$ cat config.mk
export PLATFORM = sky130hd
export DESIGN_NAME = rspill_engine
export DESIGN_NICKNAME = d
export VERILOG_FILES = /design/src/rtl/rspill_pkg.sv /design/src/rtl/rspill_ptr.sv /design/src/rtl/rspill_natcoll.sv /design/src/rtl/rspill_store_slot.sv /design/src/rtl/rspill_engine.sv
export SDC_FILE = /design/constraint.sdc
export NUM_CORES = 1
export LEC_CHECK = 0
export CORE_AREA = 2 2 181 183
export DETAILED_ROUTE_END_ITERATION = 8
export DIE_AREA = 0 0 183 185
export DONT_BUFFER_PORTS = 1
export GPL_TIMING_DRIVEN = 0
export PLACE_DENSITY = 0.69
export SYNTH_ARGS = -nofsm -noshare
export SYNTH_HDL_FRONTEND = slang
export SYNTH_SLANG_ARGS = --single-unit
$ cat constraint.sdc
create_clock -name clk -period 2.2 [get_ports clk]
set_input_delay 0.44 -clock clk [delete_from_list [all_inputs] [get_ports clk]]
set_output_delay 0.44 -clock clk [all_outputs]
set_load 0.02 [all_outputs]
$ cat src/rtl/rspill_pkg.sv
// Package: shared types for the register spill engine.
// Assumes: the collection register is exactly one memory word wide.
package rspill_pkg;

    // Kind of store currently held in the store slot
    typedef enum logic {
        SRC_REG  = 1'b0,
        SRC_COLL = 1'b1
    } store_src_e;

endpackage

$ cat src/rtl/rspill_ptr.sv
// Module: rspill_ptr
// Holds the backing-store pointer. It advances by one word on every
// accepted store, and software may reload it. It also derives the
// collection bit index and flags the reserved collection slot.
// Assumes: step and sw_wr come from the top. sw_wr wins over step.
module rspill_ptr #(
    parameter int PTR_W      = 64,
    parameter int WORD_BYTES = 8,
    parameter int IDX_W      = 6
) (
    input  logic             clk,
    input  logic             rst_n,
    input  logic             sw_wr,
    input  logic [PTR_W-1:0] sw_data,
    input  logic             step,
    output logic [PTR_W-1:0] ptr,
    output logic [IDX_W-1:0] idx,
    output logic             at_coll_slot
);
    localparam int OFF_W = $clog2(WORD_BYTES);
    localparam logic [PTR_W-1:0] STEP     = PTR_W'(WORD_BYTES);
    localparam logic [PTR_W-1:0] OFF_MASK = PTR_W'(WORD_BYTES - 1);

    // Pointer register: reset, software reload or one-word advance
    always_ff @(posedge clk) begin
        if (!rst_n) begin
            ptr <= '0;
        end else if (sw_wr) begin
            ptr <= sw_data & ~OFF_MASK;
        end else if (step) begin
            ptr <= ptr + STEP;
        end
    end

    // Index field and reserved-slot flag
    always_comb begin
        idx          = ptr[OFF_W +: IDX_W];
        at_coll_slot = &idx;
    end


    ptr_step_chk: assert property (@(posedge clk) disable iff (!rst_n)
        (step && !sw_wr) |=> (ptr == $past(ptr) + STEP));

endmodule

$ cat src/rtl/rspill_natcoll.sv
// Module: rspill_natcoll
// Collection register for the not-a-thing tags. A spill writes one tag
// at the current index and clears the bits above it. Software access is
// gated by mode; the view is masked above the index and at the top bit.
// Assumes: priority is clear, then legal software write, then spill.
module rspill_natcoll #(
    parameter int IDX_W = 6
) (
    input  logic                  clk,
    input  logic                  rst_n,
    input  logic [IDX_W-1:0]      idx,
    input  logic                  mode_zero,
    input  logic                  sw_rd,
    input  logic                  sw_wr,
    input  logic [(2**IDX_W)-1:0] sw_wdata,
    input  logic                  spill_set,
    input  logic                  spill_tag,
    input  logic                  clear,
    output logic [(2**IDX_W)-1:0] rd_data,
    output logic                  illegal,
    output logic [(2**IDX_W)-1:0] view
);
    localparam int COLL_W = 2 ** IDX_W;
    localparam logic [COLL_W-1:0] TOP_BIT = {1'b1, {(COLL_W-1){1'b0}}};

    logic [COLL_W-1:0] coll;
    logic [COLL_W-1:0] upto_mask;
    logic [COLL_W-1:0] below_mask;
    logic [COLL_W-1:0] spill_next;
    logic              legal_wr;
    logic              access;

    // Per-bit masks relative to the current index
    for (genvar b = 0; b < COLL_W; b++) begin : g_mask
        assign upto_mask[b]  = (b != COLL_W - 1) && (IDX_W'(b) <= idx);
        assign below_mask[b] = (IDX_W'(b) < idx);
    end

    // Masked view and next value for a spill
    always_comb begin
        view       = coll & upto_mask;
        spill_next = (coll & below_mask) | (COLL_W'(spill_tag) << idx);
        access     = sw_rd || sw_wr;
        legal_wr   = sw_wr && mode_zero;
    end

    // Collection storage update
    always_ff @(posedge clk) begin
        if (!rst_n) begin
            coll <= '0;
        end else if (clear) begin
            coll <= '0;
        end else if (legal_wr) begin
            coll <= sw_wdata & ~TOP_BIT;
        end else if (spill_set) begin
            coll <= spill_next;
        end
    end

    // Read port and illegal-access pulse
    always_ff @(posedge clk) begin
        if (!rst_n) begin
            rd_data <= '0;
            illegal <= 1'b0;
        end else begin
            illegal <= access && !mode_zero;
            if (sw_rd && mode_zero) begin
                rd_data <= view;
            end
        end
    end


    gated_access_chk: assert property (@(posedge clk) disable iff (!rst_n)
        (access && !mode_zero && !clear && !spill_set) |=>
            (illegal && coll == $past(coll)));


    coll_clear_chk: assert property (@(posedge clk) disable iff (!rst_n)
        clear |=> (coll == '0));

endmodule

$ cat src/rtl/rspill_store_slot.sv
// Module: rspill_store_slot
// One-entry registered store port. It applies the selected byte order
// when loaded, and holds address and data until memory accepts them.
// Assumes: load is raised only while the slot is empty.
module rspill_store_slot
    import rspill_pkg::*;
#(
    parameter int PTR_W      = 64,
    parameter int WORD_BYTES = 8
) (
    input  logic                      clk,
    input  logic                      rst_n,
    input  logic                      load,
    input  logic [PTR_W-1:0]          load_addr,
    input  logic [8*WORD_BYTES-1:0]   load_data,
    input  logic                      load_big,
    input  store_src_e                load_src,
    input  logic                      mem_ready,
    output logic                      mem_valid,
    output logic [PTR_W-1:0]          mem_addr,
    output logic [8*WORD_BYTES-1:0]   mem_data,
    output store_src_e                held_src,
    output logic                      accept
);
    localparam int DATA_W = 8 * WORD_BYTES;

    logic [DATA_W-1:0] swapped;
    logic [DATA_W-1:0] ordered;

    // Byte reversal network, one lane per byte
    for (genvar k = 0; k < WORD_BYTES; k++) begin : g_swap
        assign swapped[8*k +: 8] = load_data[8*(WORD_BYTES-1-k) +: 8];
    end

    // Byte-order select and handshake completion
    always_comb begin
        ordered = load_big ? swapped : load_data;
        accept  = mem_valid && mem_ready;
    end

    // Slot register: fill on load, empty on acceptance
    always_ff @(posedge clk) begin
        if (!rst_n) begin
            mem_valid <= 1'b0;
            mem_addr  <= '0;
            mem_data  <= '0;
            held_src  <= SRC_REG;
        end else if (load) begin
            mem_valid <= 1'b1;
            mem_addr  <= load_addr;
            mem_data  <= ordered;
            held_src  <= load_src;
        end else if (accept) begin
            mem_valid <= 1'b0;
        end
    end


    slot_hold_chk: assert property (@(posedge clk) disable iff (!rst_n)
        (mem_valid && !mem_ready) |=>
            (mem_valid && $stable(mem_addr) && $stable(mem_data)));


    no_overwrite_chk: assert property (@(posedge clk) disable iff (!rst_n)
        load |-> !mem_valid);

endmodule

$ cat src/rtl/rspill_engine.sv
// Module: rspill_engine (top)
// Register spill engine. It spills tagged registers through a store
// pointer and collects their tags. At the reserved slot it stores the
// collection word, and it gates software access to the collection by mode.
// Assumes: the byte order changes only while the mode is 0; the memory
// is ordinary cacheable storage that accepts any word-aligned address.
module rspill_engine
    import rspill_pkg::*;
#(
    parameter int PTR_W      = 64,
    parameter int WORD_BYTES = 8,
    parameter int IDX_W      = 6,
    parameter int MODE_W     = 2
) (
    input  logic                    clk,
    input  logic                    rst_n,
    input  logic                    ctl_wr,
    input  logic [MODE_W-1:0]       ctl_mode,
    input  logic                    ctl_big,
    input  logic                    ptr_wr,
    input  logic [PTR_W-1:0]        ptr_wdata,
    input  logic                    load_reset,
    input  logic                    spill_valid,
    input  logic [8*WORD_BYTES-1:0] spill_data,
    input  logic                    spill_tag,
    output logic                    spill_ready,
    input  logic                    nat_rd,
    input  logic                    nat_wr,
    input  logic [8*WORD_BYTES-1:0] nat_wdata,
    output logic [8*WORD_BYTES-1:0] nat_rdata,
    output logic                    nat_illegal,
    output logic                    mem_valid,
    input  logic                    mem_ready,
    output logic [PTR_W-1:0]        mem_addr,
    output logic [8*WORD_BYTES-1:0] mem_data,
    output logic [PTR_W-1:0]        store_ptr
);
    localparam int DATA_W = 8 * WORD_BYTES;
    localparam int OFF_W  = $clog2(WORD_BYTES);
    localparam int COLL_W = 2 ** IDX_W;

    logic [MODE_W-1:0] mode;
    logic              big;
    logic              mode_on;
    logic [IDX_W-1:0]  idx;
    logic              at_coll_slot;
    logic              sw_hold;
    logic              issue_coll;
    logic              spill_fire;
    logic              slot_load;
    logic [DATA_W-1:0] slot_data;
    store_src_e        slot_src;
    store_src_e        held_src;
    logic              accept;
    logic              coll_clear;
    logic [COLL_W-1:0] coll_view;

    // Control register: mode field and byte-order bit
    always_ff @(posedge clk) begin
        if (!rst_n) begin
            mode <= '0;
            big  <= 1'b0;
        end else if (ctl_wr) begin
            mode <= ctl_mode;
            big  <= ctl_big;
        end
    end

    // Issue decision for the store slot
    always_comb begin
        mode_on     = |mode;
        sw_hold     = ptr_wr || load_reset;
        issue_coll  = mode_on && !mem_valid && at_coll_slot && !sw_hold;
        spill_ready = mode_on && !mem_valid && !at_coll_slot && !sw_hold;
        spill_fire  = spill_valid && spill_ready;
        slot_load   = spill_fire || issue_coll;
        slot_src    = issue_coll ? SRC_COLL : SRC_REG;
        slot_data   = issue_coll ? DATA_W'(coll_view) : spill_data;
        coll_clear  = sw_hold || (accept && held_src == SRC_COLL);
    end

    rspill_ptr #(
        .PTR_W      (PTR_W),
        .WORD_BYTES (WORD_BYTES),
        .IDX_W      (IDX_W)
    ) u_ptr (
        .clk          (clk),
        .rst_n        (rst_n),
        .sw_wr        (ptr_wr),
        .sw_data      (ptr_wdata),
        .step         (accept),
        .ptr          (store_ptr),
        .idx          (idx),
        .at_coll_slot (at_coll_slot)
    );

    rspill_natcoll #(
        .IDX_W (IDX_W)
    ) u_coll (
        .clk       (clk),
        .rst_n     (rst_n),
        .idx       (idx),
        .mode_zero (!mode_on),
        .sw_rd     (nat_rd),
        .sw_wr     (nat_wr),
        .sw_wdata  (COLL_W'(nat_wdata)),
        .spill_set (spill_fire),
        .spill_tag (spill_tag),
        .clear     (coll_clear),
        .rd_data   (nat_rdata),
        .illegal   (nat_illegal),
        .view      (coll_view)
    );

    rspill_store_slot #(
        .PTR_W      (PTR_W),
        .WORD_BYTES (WORD_BYTES)
    ) u_slot (
        .clk       (clk),
        .rst_n     (rst_n),
        .load      (slot_load),
        .load_addr (store_ptr),
        .load_data (slot_data),
        .load_big  (big),
        .load_src  (slot_src),
        .mem_ready (mem_ready),
        .mem_valid (mem_valid),
        .mem_addr  (mem_addr),
        .mem_data  (mem_data),
        .held_src  (held_src),
        .accept    (accept)
    );


    spill_issue_chk: assert property (@(posedge clk) disable iff (!rst_n)
        (spill_valid && spill_ready) |=>
            (mem_valid && mem_addr == $past(store_ptr)));


    coll_slot_addr_chk: assert property (@(posedge clk) disable iff (!rst_n)
        (mem_valid && held_src == SRC_COLL) |-> (&mem_addr[OFF_W +: IDX_W]));

endmodule

==> results.cfg <==
[yosys]
yosysTopAreaCell = dfxtp_1
synthArstFlopShare_pct = 0
avgSynthCellArea_um2 = 7.928
ys_seq_area_share_pct = 39.04
syn_area_mm2 = 0.01631
ys_top_cells_by_area = dfxtp_1 39%, nand2_1 7.8%, o21ai_0 6.8%
synth_cell_type_count = 66
synthFlopType = dfxtp_1
syn-instance-count = 2057
synth_edf_count = 0
yosysTopAreaCellShare_pct = 39.04
ys_ff_latch = 318
ys.warnings.count = 0

[route]
drc = 0
via_count = 17902
drtIter0Drc = 2008
wl_um = 82250
wl_per_cell_um = 31.41
dr.pass1.iters = 8
final_antenna_net_count = 0
via_per_inst = 6.835

[sta]
setup_violations = 46
rsz0062_at_grt = yes
timing.final.hold_violations = 0
slew_violations = 0
whs_ps = 41.32
fin_ws_ps = -179.3
max_slew_margin_pct = 30.28
skew_ps = 16.04
tightestPinTransition_ps = 1046
finalCritPeriodShare_pct = 108.2
setup_tns_ps = -3105
fin_crit_ps = 2379
fmax_mhz = 420.3

[floorplan]
ios = 464
num_rows = 66
die_w_um = 183
die_h_um = 185
core-area_mm2 = 0.03204
initial_core_util_pct = 50.89
dieArea_mm2 = 0.03386

[setup_path]
cp-start-kind = flop
r2r_slack_ps = -180
crit_type = reg -> reg
cp.required_ps = 2610
worstPathArrival_ps = 2790
cp_max_fo = 4
endpoint_kind = flop

[clock_tree]
clockBufferDepth = 3
clk_pin_slew_worst_paths_ps = 60
clock-sinks = 318
cts_tree = done
cts_buffers = 36
worstSkewPairLatency_ps = 540
h-tree-depth = 2
hold_buffers = 0
root_buffer = clkbuf_16

[finish]
drive_above_1_share_pct = 24.22
stdcell_area_mm2 = 0.02084
fin_util_pct = 65.05
nets = 2392
syn_to_final_growth_pct = 27.81
final_cells = 2619
fillers = 2755

[place]
dp_cells = 2472
place_area_mm2 = 0.01691
gp_congestion = 1.033
portBuffers = 0
dp_hpwl_um = 61660

[global_routing]
grt_util_met3_pct = 15.75
grt-ovfl-total = 0
grt.met1_usage_pct = 50.10
antenna_found_initial = 6
grt_first_pass_wirelength_um = 114600
grt_max_degree = 14
grt_pass1_vias = 16875
grt.met2_usage_pct = 75.17
top_usage_layer = met2
grt_usage_pct = 45.87

[min_path]
hold_class = in -> reg

[power]
pwr_density_cell_mw_per_mm2 = 684.8
ir_drop_uv = 616.7
p_leak_nw = 7.777

[status]
outcome = finished with violations
violations = negative setup slack

[job]
cap_violations = 0
final cells by class:
class | count | area [µm²] | area share, %
clock buffers | 49 | 1041 | 4.995
multi-input cells | 1534 | 10470 | 50.22
inverters | 25 | 105.1 | 0.5043
diodes | 6 | 15.01 | 0.07204
repair buffers | 97 | 948.4 | 4.550
well taps | 408 | 510.5 | 2.449
clock inverters | 11 | 145.1 | 0.6964
flip-flops and latches | 318 | 6490 | 31.14
plain buffers | 171 | 1120 | 5.373
through the flow:
step,setup slack (ps),power [mW]
floorplan,-28.87,7.187
global placement,-1906,7.748
detailed placement,-1400,7.759
CTS,-202.9,14.04
global route,-282.4,14.56
finish,-179.3,14.27
sequential cells by signal, indices dropped and copies added (netlist names), named ones only:
signal            cells
u_slot.held_src       1
mode                  2
u_coll.rd_data       63
u_ptr.ptr            61
u_slot.mem_valid      1
u_coll.coll          62
u_slot.mem_data      64
u_slot.mem_addr      61
big                   1
u_coll.illegal        1
worst max-delay path, cell delays in order, from the launching register on:
cell and delay (ps):
dfxtp_4 440, clkbuf_16 170, clkbuf_16 120, clkinvlp_4 130
ha_4 220, or4_4 470, o211a_4 310, mux2i_4 170
mux2_4 180, o21ai_2 50
synth_stat cells (9+ instances only):
cell type / instances
a211oi_1: 12
a21boi_0: 122
a21oi_1: 108
a31oi_1: 27
and2_1: 32
and3_1: 27
and4_1: 11
buf_1: 14
buf_2: 13
clkbuf_1: 152
dfxtp_1: 318
inv_1: 24
mux2_2: 55
mux2i_1: 66
nand2_1: 337
nand2b_1: 14
nand3_1: 120
nand4_1: 32
nor2_1: 61
nor2b_1: 18
nor3_1: 49
nor4_1: 27
o211a_1: 18
o211ai_1: 18
o21ai_0: 220
o31ai_1: 11
or4_1: 9
xnor2_1: 25
path summary, 6_finish.rpt:
path	startpoint	end	depth (start not counted)
setup / recovery	u_ptr.ptr[3]$_SDFFE_PN0P_	u_slot.mem_data[34]$_SDFFE_PN0P_	9
hold / removal	ptr_wdata[14]	u_ptr.ptr[14]$_SDFFE_PN0P_	1
setup reg to reg	u_ptr.ptr[3]$_SDFFE_PN0P_	u_slot.mem_data[34]$_SDFFE_PN0P_	9
hold reg to reg	u_slot.held_src$_SDFFE_PN0P_	u_slot.held_src$_SDFFE_PN0P_	2
layout by cell type, fill, tap and decap left out, types with 28 or more instances in the layout:
master       n
mux2i_1     59
nand2_1    326
buf_6       35
clkbuf_1    78
dfxtp_1    277
nand3_1    115
a21oi_1     90
buf_4       80
a21boi_0   108
nor2_1      53
nor3_1      38
and2_1      28
clkbuf_16   47
mux2_2      40
o21ai_1     32
dfxtp_4     29
nand4_1     32
o21ai_0    172
logic make-up after synthesis:
group / synth area share (%)
XOR/XNOR: 1.719
flip-flops: 39.04
AND/OR/NAND/NOR: 22.70
other: 0.02300
multiplexers: 8.125
AO/OA/AOI/OAI: 22.97
adder cells (fa/ha/maj): 0.3069
buffers and inverters: 5.118
metal layers:
layer / vias up / wire [µm]
met2: 1361 / 37050
met1: 8495 / 27630
met3: 413 / 10340
li1: 7633 / -
met5: - / 0
met4: 0 / 7230
power by group:
group | switching (mW) | internal, mW | total, mW
clock | 2.57 | 3.66 | 6.23
combinational | 1.12 | 0.629 | 1.75
sequential | 0.392 | 5.90 | 6.29
total | 4.09 | 10.2 | 14.3
timing repair:
item                                    CTS  global route
endpoints found under the setup margin  302           165
cloned                                    0             5
resized for setup                       336           261
pin swaps                                40            74
buffers inserted                         59            34
Note: power is estimated with default switching activity, not from simulation.
